File: src/rtl/hb_pkg.sv
package hb_pkg;
  typedef struct packed {
    logic lo;
    logic hi;
  } side_pair_t;

  localparam int SIDE_LO = 0;
  localparam int SIDE_HI = 1;
  localparam int N_SIDES = 2;
endpackage

File: src/rtl/hb_in_sync.sv
module hb_in_sync
  import hb_pkg::*;
(
  input  logic       clk,
  input  logic       rst_n,
  input  logic       lo_cmd,
  input  logic       hi_cmd_n,
  input  logic       frc_lo,
  input  logic       frc_hi,
  output side_pair_t req,
  output logic [N_SIDES-1:0] edg,
  output logic [N_SIDES-1:0] frc_q
);
  side_pair_t req_q, prev_q;

  // high-side request is the inverted pin
  always_ff @(posedge clk) begin
    if (!rst_n) begin
      req_q  <= '0;
      prev_q <= '0;
      frc_q  <= '0;
    end else begin
      req_q.lo <= lo_cmd;
      req_q.hi <= ~hi_cmd_n;
      prev_q   <= req_q;
      frc_q[SIDE_LO] <= frc_lo;
      frc_q[SIDE_HI] <= frc_hi;
    end
  end

  always_comb begin
    req = req_q;
    edg[SIDE_LO] = req_q.lo ^ prev_q.lo;
    edg[SIDE_HI] = req_q.hi ^ prev_q.hi;
  end
endmodule

File: src/rtl/hb_interlock.sv
module hb_interlock
  import hb_pkg::*;
#(
  parameter int DT_W = 8
) (
  input  logic            clk,
  input  logic            rst_n,
  input  side_pair_t      req,
  input  logic [DT_W-1:0] dead_cnt,
  output side_pair_t      tgt,
  output logic            settled
);
  logic [DT_W-1:0] cnt;
  logic [DT_W-1:0] lim;
  logic            req_ok;
  logic            req_new;

  always_comb begin
    lim     = (dead_cnt == '0) ? DT_W'(1) : dead_cnt;
    req_ok  = !(req.lo && req.hi);
    req_new = req_ok && (req != tgt);
  end

  always_ff @(posedge clk) begin
    if (!rst_n) begin
      tgt <= '0;
      cnt <= '0;
    end else if (req_new) begin
      tgt <= req;
      cnt <= '0;
    end else if (cnt < lim) begin
      cnt <= cnt + 1'b1;
    end
  end

  assign settled = (cnt >= lim);


  conflict_hold_chk: assert property (@(posedge clk) disable iff (!rst_n)
    (req.lo && req.hi) |=> $stable(tgt));


  restart_chk: assert property (@(posedge clk) disable iff (!rst_n)
    (req_ok && (req != tgt)) |=> !settled);
endmodule

File: src/rtl/hb_gate_stage.sv
module hb_gate_stage (
  input  logic clk,
  input  logic rst_n,
  input  logic want,
  input  logic frc,
  input  logic in_edge,
  output logic gate
);
  logic blk;

  always_ff @(posedge clk) begin
    if (!rst_n) begin
      blk  <= 1'b0;
      gate <= 1'b0;
    end else begin
      blk  <= frc | (blk & ~in_edge);
      gate <= want & ~frc & ~blk;
    end
  end


  force_off_chk: assert property (@(posedge clk) disable iff (!rst_n)
    frc |=> !gate);


  lockout_hold_chk: assert property (@(posedge clk) disable iff (!rst_n)
    (blk && !in_edge) |=> (blk && !gate));
endmodule

File: src/rtl/hb_deadtime_ctl.sv
module hb_deadtime_ctl
  import hb_pkg::*;
#(
  parameter int DT_W = 8
) (
  input  logic            clk,
  input  logic            rst_n,
  input  logic            lo_cmd,
  input  logic            hi_cmd_n,
  input  logic [DT_W-1:0] dead_cnt,
  input  logic            force_lo_off,
  input  logic            force_hi_off,
  output logic            gate_lo,
  output logic            gate_hi
);
  side_pair_t         req;
  side_pair_t         tgt;
  logic               settled;
  logic [N_SIDES-1:0] edg;
  logic [N_SIDES-1:0] frc_q;
  logic [N_SIDES-1:0] want;
  logic [N_SIDES-1:0] gate;

  hb_in_sync u_in (
    .clk     (clk),
    .rst_n   (rst_n),
    .lo_cmd  (lo_cmd),
    .hi_cmd_n(hi_cmd_n),
    .frc_lo  (force_lo_off),
    .frc_hi  (force_hi_off),
    .req     (req),
    .edg     (edg),
    .frc_q   (frc_q)
  );

  hb_interlock #(.DT_W(DT_W)) u_lock (
    .clk     (clk),
    .rst_n   (rst_n),
    .req     (req),
    .dead_cnt(dead_cnt),
    .tgt     (tgt),
    .settled (settled)
  );

  always_comb begin
    want[SIDE_LO] = tgt.lo & settled;
    want[SIDE_HI] = tgt.hi & settled;
  end

  for (genvar g = 0; g < N_SIDES; g++) begin : g_side
    hb_gate_stage u_stage (
      .clk    (clk),
      .rst_n  (rst_n),
      .want   (want[g]),
      .frc    (frc_q[g]),
      .in_edge(edg[g]),
      .gate   (gate[g])
    );
  end

  assign gate_lo = gate[SIDE_LO];
  assign gate_hi = gate[SIDE_HI];


  no_overlap_chk: assert property (@(posedge clk) disable iff (!rst_n)
    !(gate_lo && gate_hi));


  lo_break_first_chk: assert property (@(posedge clk) disable iff (!rst_n)
    $rose(gate_lo) |-> !$past(gate_hi));


  hi_break_first_chk: assert property (@(posedge clk) disable iff (!rst_n)
    $rose(gate_hi) |-> !$past(gate_lo));
endmodule

File: config.mk
export PLATFORM = sky130hd
export DESIGN_NAME = hb_deadtime_ctl
export DESIGN_NICKNAME = d
export VERILOG_FILES = /design/src/rtl/hb_pkg.sv /design/src/rtl/hb_in_sync.sv /design/src/rtl/hb_interlock.sv /design/src/rtl/hb_gate_stage.sv /design/src/rtl/hb_deadtime_ctl.sv
export SDC_FILE = /design/constraint.sdc
export NUM_CORES = 1
export LEC_CHECK = 0
export CORE_MARGIN = 3
export CORE_UTILIZATION = 51
export DETAILED_ROUTE_END_ITERATION = 7
export PLACE_DENSITY_LB_ADDON = 0.2
export SKIP_CTS_REPAIR_TIMING = 1
export SKIP_LAST_GASP = 1
export SYNTH_ARGS = -nofsm -noshare
export SYNTH_HDL_FRONTEND = slang
export SYNTH_HIERARCHICAL = 1
export SYNTH_SLANG_ARGS = --single-unit
File: constraint.sdc
create_clock -name clk -period 2.5 [get_ports clk]
set_clock_uncertainty 0.15 [all_clocks]
set_input_delay 0.375 -clock clk [delete_from_list [all_inputs] [get_ports clk]]
set_output_delay 0.375 -clock clk [all_outputs]
set_load 0.02 [all_outputs]
==> results of run 1 <==
state kept, by name (all words and copies together) (netlist names):
signal / count
u_in/req: 2
u_in/prev_q: 2
u_lock/cnt: 8
g_side.u_stage/blk: 2
u_in/frc_q: 2
g_side.u_stage/gate: 2
u_lock/tgt: 2
worst min path at each step:
stage / to / slack [ns] / cells after the start
floorplan: g_side[0].u_stage/blk / 0.28 / 1
detailed placement: g_side[0].u_stage/blk / 0.31 / 1
CTS: g_side[0].u_stage/blk / 0.34 / 1
global route: g_side[0].u_stage/blk / 0.37 / 1
finish: g_side[0].u_stage/blk / 0.34 / 1
global placement: g_side[0].u_stage/blk / 0.30 / 1
critical path, delay by kind of cell:
family	cells	cell delay, ns
buffers and inverters	3	0.73
AO/OA/AOI/OAI	5	0.82
AND/OR/NAND/NOR	2	0.31
adder cells (fa/ha/maj)	1	0.19
power by group:
group | total (mW) | internal (mW) | switching [mW]
combinational | 0.0762 | 0.0457 | 0.0305
clock | 0.180 | 0.0887 | 0.0917
sequential | 0.339 | 0.330 | 0.00900
through the flow:
| stage | util | std cells | setup TNS (ns) | setup slack [ns] | hold WS, ns |
|---|---|---|---|---|---|
| finish | 0.703 | 159 | 0 | 0.0852 | 0.340 |
| global route | 0.703 | 159 | 0 | 0.0150 | 0.368 |
| CTS | 0.703 | 159 | 0 | 0.0939 | 0.337 |
| detailed placement | 0.683 | 155 | -1.66 | -0.239 | 0.308 |
| global placement | 0.683 | 155 | -1.06 | -0.142 | 0.300 |
| floorplan | - | 110 | 0 | 0.305 | 0.283 |
metal layers:
layer	vias up	part of all wire
li1	447	-
met1	407	0.48
met2	13	0.48
met3	2	0.038
met4	0	0.0031
met5	-	0
synth_stat cells (all sizes together):
cell type,n
nand3,3
or3,5
nand2,4
and4bb,2
o211ai,1
o21ai,8
and2,8
nand3b,1
xor2,2
ha,9
o31ai,2
dfxtp,20
inv,10
and4,1
a41o,1
nand4,4
o221ai,1
nor2b,3
o21a,3
buf,1
and2b,1
nor2,1
a21oi,16
or4,2
nor4,1
cell families (layout without fill, tap and decap cells):
group | count (synthesis) | count (layout) | synth area share
xor gates and xnor gates | 2 | 2 | 0.0174
DFF | 20 | 20 | 0.397
buffers and inverters | 11 | 35 | 0.0421
and+or+nand+nor | 36 | 36 | 0.242
AOI/OAI and AO/OA | 32 | 32 | 0.191
adders and majority gates | 9 | 9 | 0.112
cell type report:
| class | instances | share of cell area |
|---|---|---|
| clock buffer | 4 | 0.0286 |
| inverter | 10 | 0.0296 |
| multi-input combinational | 79 | 0.447 |
| sequential | 20 | 0.316 |
| tap | 25 | 0.0247 |
| timing repair buffer | 21 | 0.154 |
==> results summary, run 1 <==
The flow ran to the end, and the final reports show no timing, DRC or antenna violations. The floorplan has 15 rows. The global route total overflow came out at 0. The standard cell core area is about 1800 sq um. The number of failing setup endpoints in the final timing report is 0. The worst-case reg-to-reg path depth is 9.

The data arrival time of the worst path is roughly 2.4 ns. By instance count, the cell type seen most on the critical path is sky130_fd_sc_hd__buf_4. 16 I/O pins were placed. The power per cell area is approximately 470 nW/um^2. The average wire per cell in the routed design is 12.4 um. The clock passes through at most 2 buffers.

The die area came out at 2550 sq um. Entering global routing, the biggest net connects 13 pins. In this run the most used layer during global routing was met2. The proportion of layout cells with a drive suffix above 1 came out at 0.157. The DRC violation count after routing is 0.

In the final design database the tool counted 158 nets. The library cell contributing the largest single delay on the critical path is sky130_fd_sc_hd__clkdlybuf4s50_1. TritonCTS built the clock tree.

The setup path with the least slack is of type primary input to register. The final RePlAce weighted congestion is between 0.7 and 0.8. The first global-routing pass estimated roughly 3.6 mm of wire. The root buffer cell chosen for the clock tree is sky130_fd_sc_hd__clkbuf_4.

Synthesis inferred 20 register bits. For this run, the number of Yosys warnings is 6. The H-tree depth reported by CTS came out at 1. The final count of hold timing violations came out at 0. The initial cell density of the core is 0.560. The critical path starts at dead_cnt[4]. The detailed-placement wirelength estimate came out at 1.61 mm. The launch instance of the worst min-delay path is u_in/frc_q[0]. Once detail routing completed, the nets flagged for antenna violations numbered 0. Walking the worst path, the cells encountered are clkdlybuf4s50_1 > nor4_1 > a41o_1 > ha_1 > nor2b_4 > o211ai_2 > a21oi_2 > buf_4 > buf_4 > o21ai_0 > a21oi_1. The clock transition time at the flip-flop clock pins of the worst setup and hold paths is between 0.1 and 0.15 ns. Each instance of the synthesized netlist takes up on average between 9 and 10 sq um. The worst max-slew margin expressed relative to the limit is 0.520. The routed via count divided by cell count is 5.47.

The register cell area after layout is 400 sq um. The routing usage on met3 came out at 0.0593. The pre-antenna-repair detailed-routing pass consisted of 4 iterations. Of the available clock period, the critical path in the final layout requires 0.966. STA classifies the critical path startpoint as a primary input.

The count of unique library cells instantiated by Yosys came out at 29. The fraction of synthesized cell area taken by the top area cell type is 0.397. The number of antenna violations at the first check in global routing is 0. The cell leakage power came out at approximately 0.53 nW. The post-synthesis instance area is 1010 sq um. Counting every instance in the synthesized netlist gives between 100 and 150. From synthesis to final layout, the design area changed by 25.5%. In this run the worst setup path terminates at u_lock/cnt[2]. The routed wire length came out at a little under 2 mm. The routing usage on met1 came out at 0.232. The slew at the pin closest to its max-slew limit came out at 0.719 ns. Across the run, the number of max-cap violations was 0. The register-to-register path setup slack came out at 0.49 ns.

The area of the multi-input gates is approximately 570 sq um. The highest clock frequency the design can meet is between 400 and 500 MHz. The library cell used most frequently in the layout, excluding fill and tap cells, is sky130_fd_sc_hd__dfxtp_1. The share of the Yosys chip area taken by registers is 0.397. The path class of the tightest hold or removal check is register to register. The number of input and output port buffers inserted is 15.

In this run the critical register-to-register path is captured at g_side[1].u_stage/gate. The vertical die dimension is 50.5 um. In the post-synthesis netlist, the biggest area contributors are sky130_fd_sc_hd__dfxtp_1 40%, sky130_fd_sc_hd__ha_1 11%, sky130_fd_sc_hd__a21oi_1 7.4%.

The global-route usage over all layers came out at 0.181. The delay of the slowest cell on the worst path came out at between 0.4 and 0.5 ns. The clock sink count is 20.

The post-synth net total came out at 133. The detailed router placed just under 900 vias in this run. The count of final max-slew check failures is 0.

The largest vdd supply drop is 527 uV. The required time of the critical path came out at roughly 2.5 ns. The number of fillers in the final layout came out at around 160. The via count of the first global-routing pass is 866.

The cell taking the most area after synthesis is sky130_fd_sc_hd__dfxtp_1. The library cells used most frequently in the layout, excluding fill and tap cells, are 20 x sky130_fd_sc_hd__dfxtp_1, 15 x sky130_fd_sc_hd__clkdlybuf4s50_1, 15 x sky130_fd_sc_hd__a21oi_1. The clock latency on the worst-skew pair is around 0.29 ns. The number of buffers created by CTS came out at 3. The detailed router's first-iteration violation count is 14. The maximum net fanout on the critical path came out at 8. The die width is ~50 um.

The post-route cell area came out at about 1300 sq um. The design draws 0.595 mW. The placed standard-cell area is 1230 sq um. The global routing usage on met2 came out at 0.304.

STA classifies the critical path endpoint as a register. The final critical path time including I/O delays and setup came out at ~2.4 ns. The repair_antennas step left the layout with diodes totalling 0.

The startpoint identified for the worst register-to-register timing path is u_lock/cnt[0]. Setup repair after global routing left no endpoint under its margin.
(Power assumes the default switching activity.)
==> run 2: changes to the inputs <==
==> constraint.sdc (replaced) <==
create_clock -name clk -period 2.5 [get_ports clk]
set_clock_uncertainty 0.15 [all_clocks]
set_input_delay 0.75 -clock clk [delete_from_list [all_inputs] [get_ports clk]]
set_output_delay 0.75 -clock clk [all_outputs]
set_load 0.02 [all_outputs]
==> results summary, run 2 (synthesis gave the netlist of run 1 again) <==
The critical path start-end classification is primary input to register. The die width was 50.5 um (unchanged). STA classifies the critical path endpoint as a register. The average wire per cell in the routed design is 14.3 um (+16%). The remaining number of nets flagged by the antenna check after routing is 0 (unchanged). The tree is rooted in a sky130_fd_sc_hd__clkbuf_4. The DRC violation count after routing came out at 0 (unchanged). The delay of the slowest cell on the worst path is 0.53 ns (+0.11 ns). The initial cell density of the core is 0.560 (unchanged).

The largest vdd supply drop came out at 427 uV (-19%). The routed wire length is 2.32 mm (+18%). Walking the worst path, the cells encountered are dlymetal6s2s_1 > nor4_4 > a41o_1 > ha_2 > nor2b_4 > o211ai_2 > a21oi_4 > or4_1 > a21oi_1. The detailed-placement wirelength estimate came out at 1.59 mm (-0.78%).

The number of antenna cells inserted came out at 0 (unchanged). The number of buffer and inverter stages on the critical path is 1 (-2). The post-layout instance count excluding filler cells is 162 (+1.9%).

The via total after detailed routing came to 899 (+3.5%). The final-layout setup total negative slack is 0 ns (unchanged). The path class of the tightest hold or removal check is register to register. The standard cell core area is 1800 sq um (unchanged).

The number of failing setup endpoints in the final timing report is 0 (unchanged). The leading cell type in the layout, fill and taps excluded is sky130_fd_sc_hd__dfxtp_1. The detailed router's first-iteration violation count is 16 (+2).

The area overhead of the layout relative to synthesis is 41.3%. The clock latency on the worst-skew pair came to 0.31 ns (+0.02 ns). The final count of hold timing violations is 0 (unchanged).

The flip-flop count of the largest register after layout is 8 (unchanged). The final RePlAce weighted congestion came out at 0.792 (-0.53%). The number of antenna violations at the first check in global routing came out at 0 (unchanged). The data arrival time of the worst path is 2.55 ns (+0.13 ns).

The maximum number of pins on one net before global-route repair came to 13 (unchanged). The global route total overflow is 0 (unchanged). The cell leakage power came to 0.624 nW (+18%). The die area is 2550 sq um (unchanged).

The final critical path time including I/O delays and setup is 2.48 ns (+0.0656 ns). The proportion of layout cells with a drive suffix above 1 came to 0.299 (+0.143). The final critical-path share of the clock period came out at 0.992 (+0.0263).

The count of final max-slew check failures came to 0 (unchanged). The library cell contributing the largest single delay on the critical path is sky130_fd_sc_hd__or4_1. The flow ran to the end, and the final reports show no timing, DRC or antenna violations. The maximum net fanout on the critical path came out at 5 (-3). The via count of the first global-routing pass came out at 836 (-3.5%). The required time of the critical path came out at 2.57 ns (+0.06 ns). More flip-flops sit in one register than any other, and that register is u_lock/cnt. The highest clock frequency the design can meet is 403 MHz (-2.6%).

The post-layout net count is 161 (+1.9%). The number of input and output port buffers inserted was 15 (unchanged). The clock transition time at the flip-flop clock pins of the worst setup and hold paths came out at 0.10 ns (about the same).

The clock sink count came out at 20 (unchanged). The global-route usage over all layers came out at 0.180 (-0.000450). The cell count after placement came out at 157 (+1.3%).

The top-level port count is 16 (unchanged). The power per cell area came to 482 nW/um^2 (+2.6%). The worst-case clock buffer depth came out at 2 (unchanged). The routed via count divided by cell count came out at 5.55 (+1.5%). In the layout the commonest cells are 20 x sky130_fd_sc_hd__dfxtp_1, 9 x sky130_fd_sc_hd__inv_1, 9 x sky130_fd_sc_hd__a21oi_1. The kind of cell adding the most delay to the critical path is simple AND/OR/NAND/NOR gates. The floorplan row count is 15 (unchanged). The detailed-routing iteration count for the pre-antenna-repair pass came to 4 (unchanged). The wire length of the first global-routing pass came out at 3.49 mm (-2.1%).

The number of buffers created by CTS came out at 3 (unchanged). The vertical die dimension came out at 50.5 um (unchanged). The worst max-slew margin expressed relative to the limit came out at 0.457 (-0.0638).

STA classifies the critical path startpoint as a primary input. TritonCTS built the clock tree. The number of max-capacitance violations reported is 0 (unchanged). The slew at the pin closest to its max-slew limit came out at 0.815 ns (+0.0957 ns). The post-layout total power is 0.687 mW (+15%).

The H-tree depth reported by CTS came out at 1 (unchanged).
run 2: worst paths after layout:
check | cells after the start | slack [ns] | from | end
worst min-delay path | 1 | 0.34 | u_in/frc_q[1] | g_side[1].u_stage/blk
worst max-delay path | 9 | 0.02 | dead_cnt[7] | u_lock/cnt[5]
worst min register to register | 1 | 0.34 | u_in/frc_q[1] | g_side[1].u_stage/blk
worst max register to register | 6 | 0.52 | u_lock/cnt[1] | u_lock/cnt[5]
run 2: routing by layer:
metal / up-vias / GRT usage / wire length (um)
met2: 18 / 0.287 / 1090
met1: 427 / 0.234 / 1150
met4: 0 / 0.0538 / 12
li1: 452 / - / -
met3: 2 / 0.0534 / 67
met5: - / 0 / 0
run 2: report_power, final:
group	internal, mW	total (mW)	switching, mW
Combinational	0.0469	0.0842	0.0373
Clock	0.162	0.263	0.101
Sequential	0.330	0.340	0.00965
run 2: area by class of cell:
cell class                      instances  area [sq um]
Sequential cell                        20           400
Clock buffer                            3          22.5
Clock inverter                          1          30.0
Fill cell                             121           375
Tap cell                               25          31.3
Inverter                               10          37.5
Multi-Input combinational cell         79           671
Timing Repair Buffer                   24           234
run 2: through the flow:
step	area (sq um)	utilization	hold WS (ns)	setup WS, ns
global placement	1260	0.701	0.300	-0.513
floorplan	1030	-	0.283	-0.0350
CTS	1320	0.731	0.339	-0.234
finish	1430	0.792	0.337	0.0196
detailed placement	1260	0.701	0.307	-0.548
global route	1430	0.792	0.365	-0.0542
